**config.mk**
```make
export PLATFORM = sky130hd
export DESIGN_NAME = regmask_mover
export DESIGN_NICKNAME = d
export VERILOG_FILES = /design/src/rtl/regmask_mover.sv
export SDC_FILE = /design/constraint.sdc
export NUM_CORES = 1
export LEC_CHECK = 0
export ABC_CLOCK_PERIOD_IN_PS = 8390
export BUFFER_PORTS_ARGS = -buffer_cell sky130_fd_sc_hd__buf_2
export CAP_MARGIN = 15
export CELL_PAD_IN_SITES_DETAIL_PLACEMENT = 1
export CELL_PAD_IN_SITES_GLOBAL_PLACEMENT = 1
export CORE_ASPECT_RATIO = 1.75
export CORE_MARGIN = 2
export CORE_UTILIZATION = 43
export CTS_CLUSTER_DIAMETER = 50
export CTS_CLUSTER_SIZE = 25
export DETAILED_ROUTE_END_ITERATION = 12
export HOLD_SLACK_MARGIN = 0.05
export PLACE_DENSITY = 0.95
export SLEW_MARGIN = 20
export SYNTH_ARGS = -nofsm -noshare
export SYNTH_HDL_FRONTEND = slang
export SYNTH_SLANG_ARGS = --single-unit
```
**constraint.sdc**
```tcl
create_clock -name clk -period 8.39 [get_ports clk]
set_input_delay 0.4195 -clock clk [delete_from_list [all_inputs] [get_ports clk]]
set_output_delay 0.4195 -clock clk [all_outputs]
set_load 0.01 [all_outputs]
```
**src/rtl/regmask_mover.sv**
```systemverilog
module regmask_mover #(
  parameter int AW = 32,
  parameter int DW = 32,
  parameter int NREG = 16
) (
  input  logic          clk,
  input  logic          rst_n,
  input  logic          start,
  input  logic          store,
  input  logic          long_sz,
  input  logic [2:0]    mode,
  input  logic [15:0]   mask,
  input  logic [AW-1:0] ea,
  input  logic [2:0]    base,
  output logic          busy,
  output logic          done,
  output logic          illegal,
  output logic [4:0]    ovh,
  output logic [3:0]    rf_raddr,
  input  logic [DW-1:0] rf_rdata,
  output logic          rf_we,
  output logic [3:0]    rf_waddr,
  output logic [DW-1:0] rf_wdata,
  output logic          mem_valid,
  input  logic          mem_ready,
  output logic          mem_write,
  output logic [AW-1:0] mem_addr,
  output logic [15:0]   mem_wdata,
  input  logic [15:0]   mem_rdata
);
  localparam int IW = $clog2(NREG) + 1;
  localparam int HW = DW / 2;

  typedef enum logic [1:0] {S_IDLE, S_SCAN, S_XFER, S_FIN} st_t;

  st_t            st;
  logic [IW-1:0]  idx;
  logic [15:0]    msk;
  logic           st_q, lg_q, half, ill_q;
  logic [2:0]     md_q, bs_q;
  logic [AW-1:0]  addr;
  logic [DW-1:0]  data;
  logic [4:0]     ovh_new;
  logic [3:0]     mode_term;

  wire predec  = (md_q == 3'd2);
  wire postinc = (md_q == 3'd1);
  wire bad_req = (mode == 3'd7) || (mode == 3'd2 && !store) || (mode == 3'd1 && store);
  wire [AW-1:0] step = lg_q ? AW'(4) : AW'(2);
  wire last   = !lg_q || half;
  wire wb     = !ill_q && ((predec && st_q) || (postinc && !st_q));
  wire hs     = (st == S_XFER) && mem_ready;
  wire upper  = lg_q && (st_q ? !half : half);

  always_comb begin
    case (mode)
      3'd3:    mode_term = 4'd4;
      3'd4:    mode_term = 4'd6;
      3'd5:    mode_term = 4'd4;
      3'd6:    mode_term = 4'd8;
      default: mode_term = 4'd0;
    endcase
    ovh_new = (store ? 5'd8 : 5'd4) + 5'(mode_term) + 5'd4;
  end

  assign busy      = (st != S_IDLE);
  assign done      = (st == S_FIN);
  assign illegal   = done && ill_q;
  assign rf_raddr  = (st_q && predec) ? 4'(NREG - 1) - idx[3:0] : idx[3:0];
  assign mem_valid = (st == S_XFER);
  assign mem_write = st_q;
  assign mem_addr  = upper ? addr + AW'(2) : addr;
  assign mem_wdata = (lg_q && half) ? data[DW-1:HW] : data[HW-1:0];
  assign rf_we     = (hs && !st_q && last) || (done && wb);
  assign rf_waddr  = done ? {1'b1, bs_q} : idx[3:0];
  assign rf_wdata  = done ? DW'(addr) :
                     lg_q ? {data[DW-1:HW], mem_rdata} : {{HW{mem_rdata[15]}}, mem_rdata};

  always_ff @(posedge clk or negedge rst_n) begin
    if (!rst_n) begin
      st    <= S_IDLE;
      idx   <= '0;
      msk   <= '0;
      st_q  <= 1'b0;
      lg_q  <= 1'b0;
      half  <= 1'b0;
      ill_q <= 1'b0;
      md_q  <= '0;
      bs_q  <= '0;
      addr  <= '0;
      data  <= '0;
      ovh   <= '0;
    end else begin
      case (st)
        S_IDLE: if (start) begin
          st_q  <= store;
          lg_q  <= long_sz;
          md_q  <= mode;
          bs_q  <= base;
          msk   <= mask;
          addr  <= ea;
          idx   <= '0;
          ill_q <= bad_req;
          ovh   <= bad_req ? 5'd0 : ovh_new;
          st    <= bad_req ? S_FIN : S_SCAN;
        end
        S_SCAN: begin
          if (idx[IW-1]) begin
            st <= S_FIN;
          end else if (msk[idx[3:0]]) begin
            if (st_q) data <= rf_rdata;
            if (predec) addr <= addr - step;
            half <= 1'b0;
            st   <= S_XFER;
          end else begin
            idx <= idx + 1'b1;
          end
        end
        S_XFER: if (mem_ready) begin
          if (!last) begin
            half <= 1'b1;
            if (!st_q) data[DW-1:HW] <= mem_rdata;
          end else begin
            if (!predec) addr <= addr + step;
            idx <= idx + 1'b1;
            st  <= S_SCAN;
          end
        end
        default: st <= S_IDLE;
      endcase
    end
  end
endmodule


```
# [Word level (Yosys, flattened, before mapping)]
# Index checks and enable logic that the tools add are counted.
[word_totals] regBits=102 latch_bits=0 ramBits=0 rom_bits=0 in_bits=108 word_cells=128 n_memories=0
[classes] n_addsub=7 mul=0 n_div=0 n_lt_le_gt_ge=1 n_eq_ne=24 n_shift=0 muxes=46 bitwise=1 reduce_logical=35
[op_table] op="2-to-1 mux 32 bit" n=13
[op_table] op="case mux 32 bit (3 select lines)" n=1
[op_table] op="2-to-1 mux 16 bit" n=4
[op_table] op="adder 32 x 2 -> 32 bit, second input constant" n=1
[op_table] op="adder 32 x 3 -> 32 bit" n=1
[op_table] op="case mux 16 bit (2 select lines)" n=1
[op_table] op="subtractor 32 x 3 -> 32 bit" n=1
[op_table] op="2-to-1 mux 5 bit" n=6
[op_table] op="inequality test 2 bit, second input constant" n=9
[op_table] op="case mux 5 bit (3 select lines)" n=1
[op_table] op="== test 3 bit, second input constant" n=4
[op_table] op="logical AND 1 bit" n=12
[op_table] op="2-to-1 mux 2 bit" n=6
[op_table] op="2-to-1 mux 4 bit" n=3
[op_table] op="case mux 4 bit (3 select lines)" n=1
[op_table] op="AND reduction 4 bit" n=3
[op_table] op="== test 3 x 2 -> 1 bit, second input constant" n=3
[op_table] op="AND reduction 8 bit" n=1
[op_table] op="AND reduction 7 bit" n=1
[op_table] op="== test 3 x 1 -> 1 bit, second input constant" n=2
[op_table] op="2-to-1 mux 1 bit" n=6
[op_table] op="case mux 2 bit (3 select lines)" n=1
[op_table] op="AND reduction 6 bit" n=1
[op_table] op="adder 4 x 4 -> 5 bit" n=1
[op_table] op="other kinds (20)" n=31

# [Longest topological paths before layout]
# Gate-level depths: netlist (run 1).
[depth] word_depth=7 depth_mapped=16

# [Least setup slack after synthesis (run 1)]
# Ideal clock, no wire load.
[synth_timing] kind="flip-flop to flip-flop" from="register st[0]" to="register addr[31]" setup_time_ns=0.065 arrival_time_ns=3.793 t_required_ns=8.325 path_slack_ns=4.532 path_stages_with_launch=13 n_path_buf=0 cell_sequence="dfrtp_1 > inv_1 > ha_1 > clkinv_1 > ha_1 > nor2b_1 > o31a_1 > o31ai_1 > a41oi_1 > a21o_1 > a221oi_1 > mux2_2 > nand2_1"
[synth_between] elab_chain_len=3 elab_cells_between_ends=13 cone_classes="9 x eq/ne; 1 x mux; 3 x reduce/logical"
[synth_rtl] element="start: declaration" line_no="36" rtl="st_t st;"
[synth_rtl] element="start signal: assignment" line_no="105" rtl="st <= bad_req ? S_FIN : S_SCAN;"
[synth_rtl] element="== test 2 bit (*)"
[synth_rtl] element="named net mem_valid" line_no="24" rtl="output logic mem_valid,"
[synth_rtl] element="inequality test 2 bit (no source line), or another cell as far along"
[synth_rtl] element="AND reduction 8 bit (no source line)"
[synth_rtl] element="end signal: assignment" line_no="112" rtl="if (predec) addr <= addr - step;"
[synth_rtl] element="end signal: assignment" line_no="124" rtl="if (!predec) addr <= addr + step;"
[synth_rtl] element="end: declaration" line_no="41" rtl="logic [AW-1:0] addr;"
# The timed path passes the listed nets; every way through them passes the cells marked *.
# A chain may end at the register's enable or synchronous reset.

# [Final worst setup path (run 1)]
[layout_timing] from="register lg_q" to="output mem_addr[31]"
[layout_between] elab_chain_len=2
[layout_rtl] element="start: declaration" line_no="39" rtl="logic st_q, lg_q, half, ill_q;"
[layout_rtl] element="start signal: assignment" line_no="97" rtl="lg_q <= long_sz;"
[layout_rtl] element="logical AND 1 bit" line_no="53" rtl="wire upper = lg_q && (st_q ? !half : half);"
[layout_rtl] element="2-to-1 mux 32 bit" line_no="72" rtl="assign mem_addr = upper ? addr + AW'(2) : addr;"
[layout_rtl] element="end: declaration" line_no="27" rtl="output logic [AW-1:0] mem_addr,"
# No other way between the ends.

==> results of run 1 <==
[kinds of logic after synthesis]
kind of cell / Yosys count
muxes: 95
buffers and inverters: 77
adders and majority gates: 38
and+or+nand+nor: 265
DFF: 101
xor gates and xnor gates: 54
other: 1
AOI/OAI and AO/OA: 259
[stage by stage]
stage	cell area, um2	instances
after detailed placement	8904	1282
after floorplan	7741	890
after CTS	9201	1297
final	9223	1301
after global routing	9223	1301
after global placement	8904	1282
[worst max path at each step]
stage | endpoint | slack, ns | cells after the start
detailed placement | addr[31] | 3.75 | 12
global placement | addr[31] | 3.87 | 12
finish | mem_addr[31] | 4.31 | 9
global route | addr[31] | 4.11 | 12
floorplan | addr[31] | 4.53 | 12
CTS | addr[31] | 3.67 | 12
[routing by layer]
metal  GRT usage [%]  up-vias
li1                -     3574
met2           58.04      384
met1           32.66     3968
met5               0        -
met3           5.097      138
met4           22.35        0
[critical path, stage by stage, from the launching register on]
cell and delay, ns:
dfrtp_1 0.83, inv_2 0.18, nor2_1 0.42, and3_1 0.38
and3_1 0.28, nand3b_1 0.25, nor3_1 0.48, nand3_1 0.16
xnor2_1 0.17, buf_2 0.15
[final cells by class]
type,instances,area share [%]
multi-input combinational,712,53.21
sequential,101,27.40
timing repair buffer,214,11.93
tap,231,3.134
clock buffer,11,2.632
inverter,25,1.018
clock inverter,4,0.5969
antenna,3,0.08140
[report_power, final]
group	total [mW]	leakage [nW]	switching, mW	internal [mW]
combinational	3.35	2.87	2.03	1.32
sequential	1.11	1.21	0.373	0.739
clock	0.448	0.143	0.207	0.241
total	4.91	4.23	2.61	2.30
[cell usage in the layout (no fill, tap or decap), types with 28 or more instances in the layout]
cell	n
o21ai_0	71
ha_1	35
nand3_1	28
dfrtp_1	101
buf_2	204
mux2_2	76
nand2_1	106
a21oi_1	88
xnor2_1	31
nor2_1	55
[sequential cells by signal, summed over array words and instances, names as in the netlist]
register	count
msk	16
data	32
md_q	3
idx	5
addr	32
st	2
ill_q	1
half	1
mem_write	1
lg_q	1
ovh	4
bs_q	3
==> reports/metrics.cfg, run 1 <==
[setup_path]
cp.arrival_ns = 3.66
r2r_start = st[0]
rrSetupSlack_ns = 4.36
startpoint_type = flop
crit_type = reg2out
path_max_fanout = 20
endpoint_kind = output pin
worstReg2RegEnd = addr[31]
reg2regPathDepth = 12
crit_required_ns = 7.97
crit_start = lg_q

[logic_synthesis]
synth_most_common_cell = nand2_1
muxShareOfSynthArea_pct = 14.22
avgSynthCellArea_um2 = 8.698
yosys.area_share.simple_pct = 15.90
synth_edf_count = 0
yosys.area.top_type_share_pct = 32.65
yosys.area_share.adder_pct = 6.336
synth_xor_area_share_pct = 6.110
syn_nets = 1036
synth_ff_type = dfrtp_1
synth_compound_area_share_pct = 20.56
synth_top_family_by_area = compound AO/OA/AOI/OAI gates
synthCells = 890
synth_top_cell_by_area = dfrtp_1
ys_warn_count = 0
ys_seq_area_share_pct = 32.65
synthTopCellsByCount = 106 x nand2_1, 101 x dfrtp_1, 88 x a21oi_1
synth_area_leaders = dfrtp_1 33%, mux2_2 11%, ha_1 5.8%
syn-cell-area_um2 = 7741
synth_cell_types = 70
async_flop_share_pct = 100.0
synth-seq-cells = 101

[clock_network]
cts_setup_buffers = 0
cts_root_buffer = clkbuf_16
clkTransAtPathRegs_ns = 0.07
cts_buffers = 9
clock_latency_ns = 0.36
cts_buffer_depth = 2
h-tree-depth = 3
cts_tree = done
cts_hold_buffers = 0
cts_resized = 0
cts.sink_count = 101

[die]
die_h_um = 181.5
core_area_um2 = 17540
num_rows = 64
die_x_um = 105.4
ios = 207
die_area_um2 = 19130
start_util_pct = 44.14

[routing]
wl_met1_um = 10320
viasPerCell = 6.198
routed.top_layer = met4
drc = 0
dr_wl_met2_um = 16340
num_vias = 8064
wl_met3_um = 1811
ant_nets = 0
wl_per_cell_um = 23.69
wl_um = 30820
drtIter0Drc = 517
drtPass1Iterations = 7

[cells_and_area]
area.growth.synth_to_final_pct = 19.14
drive_gt1_share_pct = 30.27
multiInputGateArea_um2 = 4907
nFillCells = 2163
fin_util_pct = 52.59
fin_nets = 1209
final-seq-area_um2 = 2527

[timing]
drv_slew = 0
relSlewSlack_pct = 30.19
setup_ws_ns = 4.313
finalClockSkew_ns = 0.005786
setup_viol = 0
rsz0062_at_grt = no
max_freq_mhz = 245.3
hold_violations = 0
tightest_slew_ns = 1.047
hold_ws_ns = 0.08022
final.setup.tns_ns = 0
fin_crit_sh_pct = 48.59
fin_crit_ns = 4.077

[placed_design]
dp_hpwl_um = 23630
port_buffers = 205
dp_slack_ns = 3.753
place.gp.congestion = 0.9698

[job]
max_cap_viol_count = 0

[grt]
grt_max_degree = 55
antenna_found_initial = 3
gr-total-overflow = 0
grt_pass1_vias = 8707
grt_use_total_pct = 31.90
grt_pass1_wl_um = 47420

[power_and_ir_drop]
power.density_nw_per_um2 = 532.9
p_leak_nw = 4.226
worst_ir_drop_vdd_v = 0.0002330
power_mw = 4.915

[status]
status = completed

[min_path]
holdCritPathClass = in2async

No activity file was read; power rests on OpenSTA's default activity.
==> inputs of run 2 (changes only) <==
--- a/config.mk
+++ b/config.mk
@@ -5,19 +5,20 @@
 export SDC_FILE = /design/constraint.sdc
 export NUM_CORES = 1
 export LEC_CHECK = 0
-export ABC_CLOCK_PERIOD_IN_PS = 8390
+export ABC_AREA = 1
+export ABC_CLOCK_PERIOD_IN_PS = 3910
 export BUFFER_PORTS_ARGS = -buffer_cell sky130_fd_sc_hd__buf_2
 export CAP_MARGIN = 15
 export CELL_PAD_IN_SITES_DETAIL_PLACEMENT = 1
 export CELL_PAD_IN_SITES_GLOBAL_PLACEMENT = 1
 export CORE_ASPECT_RATIO = 1.75
 export CORE_MARGIN = 2
-export CORE_UTILIZATION = 43
+export CORE_UTILIZATION = 38
 export CTS_CLUSTER_DIAMETER = 50
 export CTS_CLUSTER_SIZE = 25
 export DETAILED_ROUTE_END_ITERATION = 12
 export HOLD_SLACK_MARGIN = 0.05
-export PLACE_DENSITY = 0.95
+export PLACE_DENSITY = 0.91
 export SLEW_MARGIN = 20
 export SYNTH_ARGS = -nofsm -noshare
 export SYNTH_HDL_FRONTEND = slang
==> constraint.sdc (replaced) <==
create_clock -name clk -period 3.91 [get_ports clk]
set_input_delay 0.1955 -clock clk [delete_from_list [all_inputs] [get_ports clk]]
set_output_delay 0.1955 -clock clk [all_outputs]
set_load 0.01 [all_outputs]
==> run 2 against run 1 <==
Synthesized cell count rose by 52%. Critical path type unchanged. Final cell count rose by 43%. Core utilization fell by 6.1 points. Highest routed layer unchanged. Synthesized area rose by 10%. Critical path depth rose by 4. Power rose by 130%. Via count rose by 23%. Worst setup slack got worse by 3.9 ns.
==> reports/metrics.cfg, run 2 <==
[logic_synthesis]
muxShareOfSynthArea_pct = 0
synthTopCellsByCount = 513 x nand2_1, 153 x inv_1, 117 x nor2_1
synth_cell_types = 48
syn_nets = 1501
synth_ff_type = dfrtp_1
avgSynthCellArea_um2 = 6.287
synth_top_cell_by_area = dfrtp_1
synth_area_leaders = dfrtp_1 30%, nand2_1 23%, inv_1 6.7%
synth_xor_area_share_pct = 3.804
syn-cell-area_um2 = 8519
synth_compound_area_share_pct = 11.63
synth_most_common_cell = nand2_1
yosys.area_share.simple_pct = 39.59
synth_edf_count = 0
yosys.area_share.adder_pct = 5.757
ys_warn_count = 0
synth_top_family_by_area = simple AND/OR/NAND/NOR gates
synth-seq-cells = 101
async_flop_share_pct = 100.0
ys_seq_area_share_pct = 29.67
synthCells = 1355
yosys.area.top_type_share_pct = 29.67

[timing]
max_freq_mhz = 287.2
final.setup.tns_ns = 0
setup_viol = 0
fin_crit_sh_pct = 89.06
relSlewSlack_pct = 44.74
finalClockSkew_ns = 0.005481
drv_slew = 0
hold_violations = 0
fin_crit_ns = 3.482
setup_ws_ns = 0.4278
rsz0062_at_grt = no
tightest_slew_ns = 0.8239

[power_and_ir_drop]
seqPwrFrac_pct = 19.5
p_leak_nw = 5.766
worst_ir_drop_vdd_v = 0.0004079
clkPwrFrac_pct = 8.2
power.density_nw_per_um2 = 1094
swShare_pct = 59.26
combPwrFrac_pct = 72.3
switching_power_mw = 6.648
internal_power_mw = 4.570

[clock_network]
cts_tree = done
cts_root_buffer = clkbuf_16
cts.sink_count = 101
clock_latency_ns = 0.37
cts_setup_buffers = 0
h-tree-depth = 3
cts_buffers = 9
cts_resized = 0
clkTransAtPathRegs_ns = 0.07
cts_buffer_depth = 2

[routing]
drtPass1Iterations = 5
wl_per_cell_um = 19.18
drtIter0Drc = 394
ant_nets = 0
drc = 0
viasPerCell = 5.359
num_vias = 9946
wl_um = 35610

[grt]
gr-total-overflow = 0
antenna_found_initial = 0
grt_max_degree = 49
grt_use_total_pct = 30.92
grt_pass1_vias = 10740
grt_pass1_wl_um = 55590

[die]
num_rows = 72
die_h_um = 202.1
die_x_um = 117.2
die_area_um2 = 23680
ios = 207
start_util_pct = 38.60
core_area_um2 = 22070

[setup_path]
endpoint_kind = output pin
startpoint_type = flop
crit_required_ns = 3.71
cp.arrival_ns = 3.29
crit_type = reg2out
path_max_fanout = 19

[job]
max_cap_viol_count = 0

[cells_and_area]
antennaDiodeCount = 0
drive_gt1_share_pct = 16.73
final_common_cell = nand2_1
fin_util_pct = 46.46
final-seq-area_um2 = 2527
multiInputGateArea_um2 = 5182
layout_common_cells = 513 x nand2_1, 204 x buf_2, 153 x inv_1
final-instance-count-excl-fill = 1856
area.growth.synth_to_final_pct = 20.37
fin_nets = 1702
reg_top3 = addr: 32 flops, data: 32 flops, msk: 16 flops
nFillCells = 3069

[placed_design]
dp_hpwl_um = 28480
dp_slack_ns = 0.7456
dp_cells = 1824
place.gp.congestion = 0.9612
port_buffers = 205

[status]
status = completed

[min_path]
holdCritPathClass = in2reg

==> run 2: cell types whose count changed after synthesis, sizes merged, moves of 19 or more <==
cell / delta
nand2: +418
and3: -19
a21oi: -41
o21ai: +33
nand3: +57
mux2: -77
xnor2: -31
nand4: +24
nor2: +68
inv: +133
==> run 2: through the flow <==
step / cell area (um2) / hold slack, ns / power, mW
floorplan: 8519 / -0.1001 / 7.419
global placement: 9803 / 0.2480 / 9.904
detailed placement: 9803 / 0.2535 / 10.16
CTS: 10250 / 0.05231 / 11.15
global route: 10250 / 0.05751 / 12.25
finish: 10250 / 0.05322 / 11.22
==> run 2: layout make-up <==
cell class                 count  area share, %
inverter                     159          5.893
multi-input combinational   1051          50.54
tap                          296          3.612
timing repair buffer         234          12.57
sequential                   101          24.65
clock inverter                 5         0.4148
clock buffer                  10          2.330
==> run 2: worst paths after layout <==
kind,start,slack [ns],depth (start not counted),to
min,ea[0],0.05,3,addr[0]
max,lg_q,0.43,13,mem_addr[23]
max reg2reg,st[0],0.69,14,addr[27]
min in group asynchronous,rst_n,0.39,2,ovh[4]
max in group asynchronous,rst_n,2.64,3,addr[27]
min reg2reg,msk[11],0.49,2,msk[11]
==> run 2: cells by family after synthesis <==
family                     count (synthesis)
AOI/OAI and AO/OA                        183
and+or+nand+nor                          792
xor gates and xnor gates                  37
other                                      1
adders and majority gates                 38
buffers and inverters                    203
DFF                                      101
==> run 2: metal layers <==
layer	up-vias	routed length (um)	GRT usage, %
met5	-	0	0
met4	0	2609	21.13
met3	135	1746	4.708
met2	375	19020	56.16
met1	4715	12230	31.24
li1	4721	-	-
==> run 2: what timing repair did <==
item / 4_1_cts / 5_1_grt
hold buffers: 17 / 0
hold endpoints to repair: 62 / 0
setup endpoints to repair: 0 / 0
==> run 2: worst max-delay path, stage by stage, from the launching register on <==
cell	delay (ns)
dfrtp_1	0.80
nand2_4	0.30
clkinv_4	0.23
nand2_4	0.08
nand2_8	0.12
nand3_4	0.08
nor2_4	0.12
nand2_2	0.11
nor2_4	0.17
nand2_4	0.11
nor2_8	0.21
nand2_1	0.10
xor2_1	0.28
buf_2	0.20
==> run 2: power groups by stage <==
stage	sequential [mW]	combinational (mW)	clock (mW)
5_1_grt	2.24	9.06	0.963
3_3_place_gp	2.16	7.74	0
6_report	2.19	8.11	0.918
4_1_cts	2.17	8.06	0.924
3_5_place_dp	2.18	7.98	0
2_1_floorplan	1.93	5.49	0
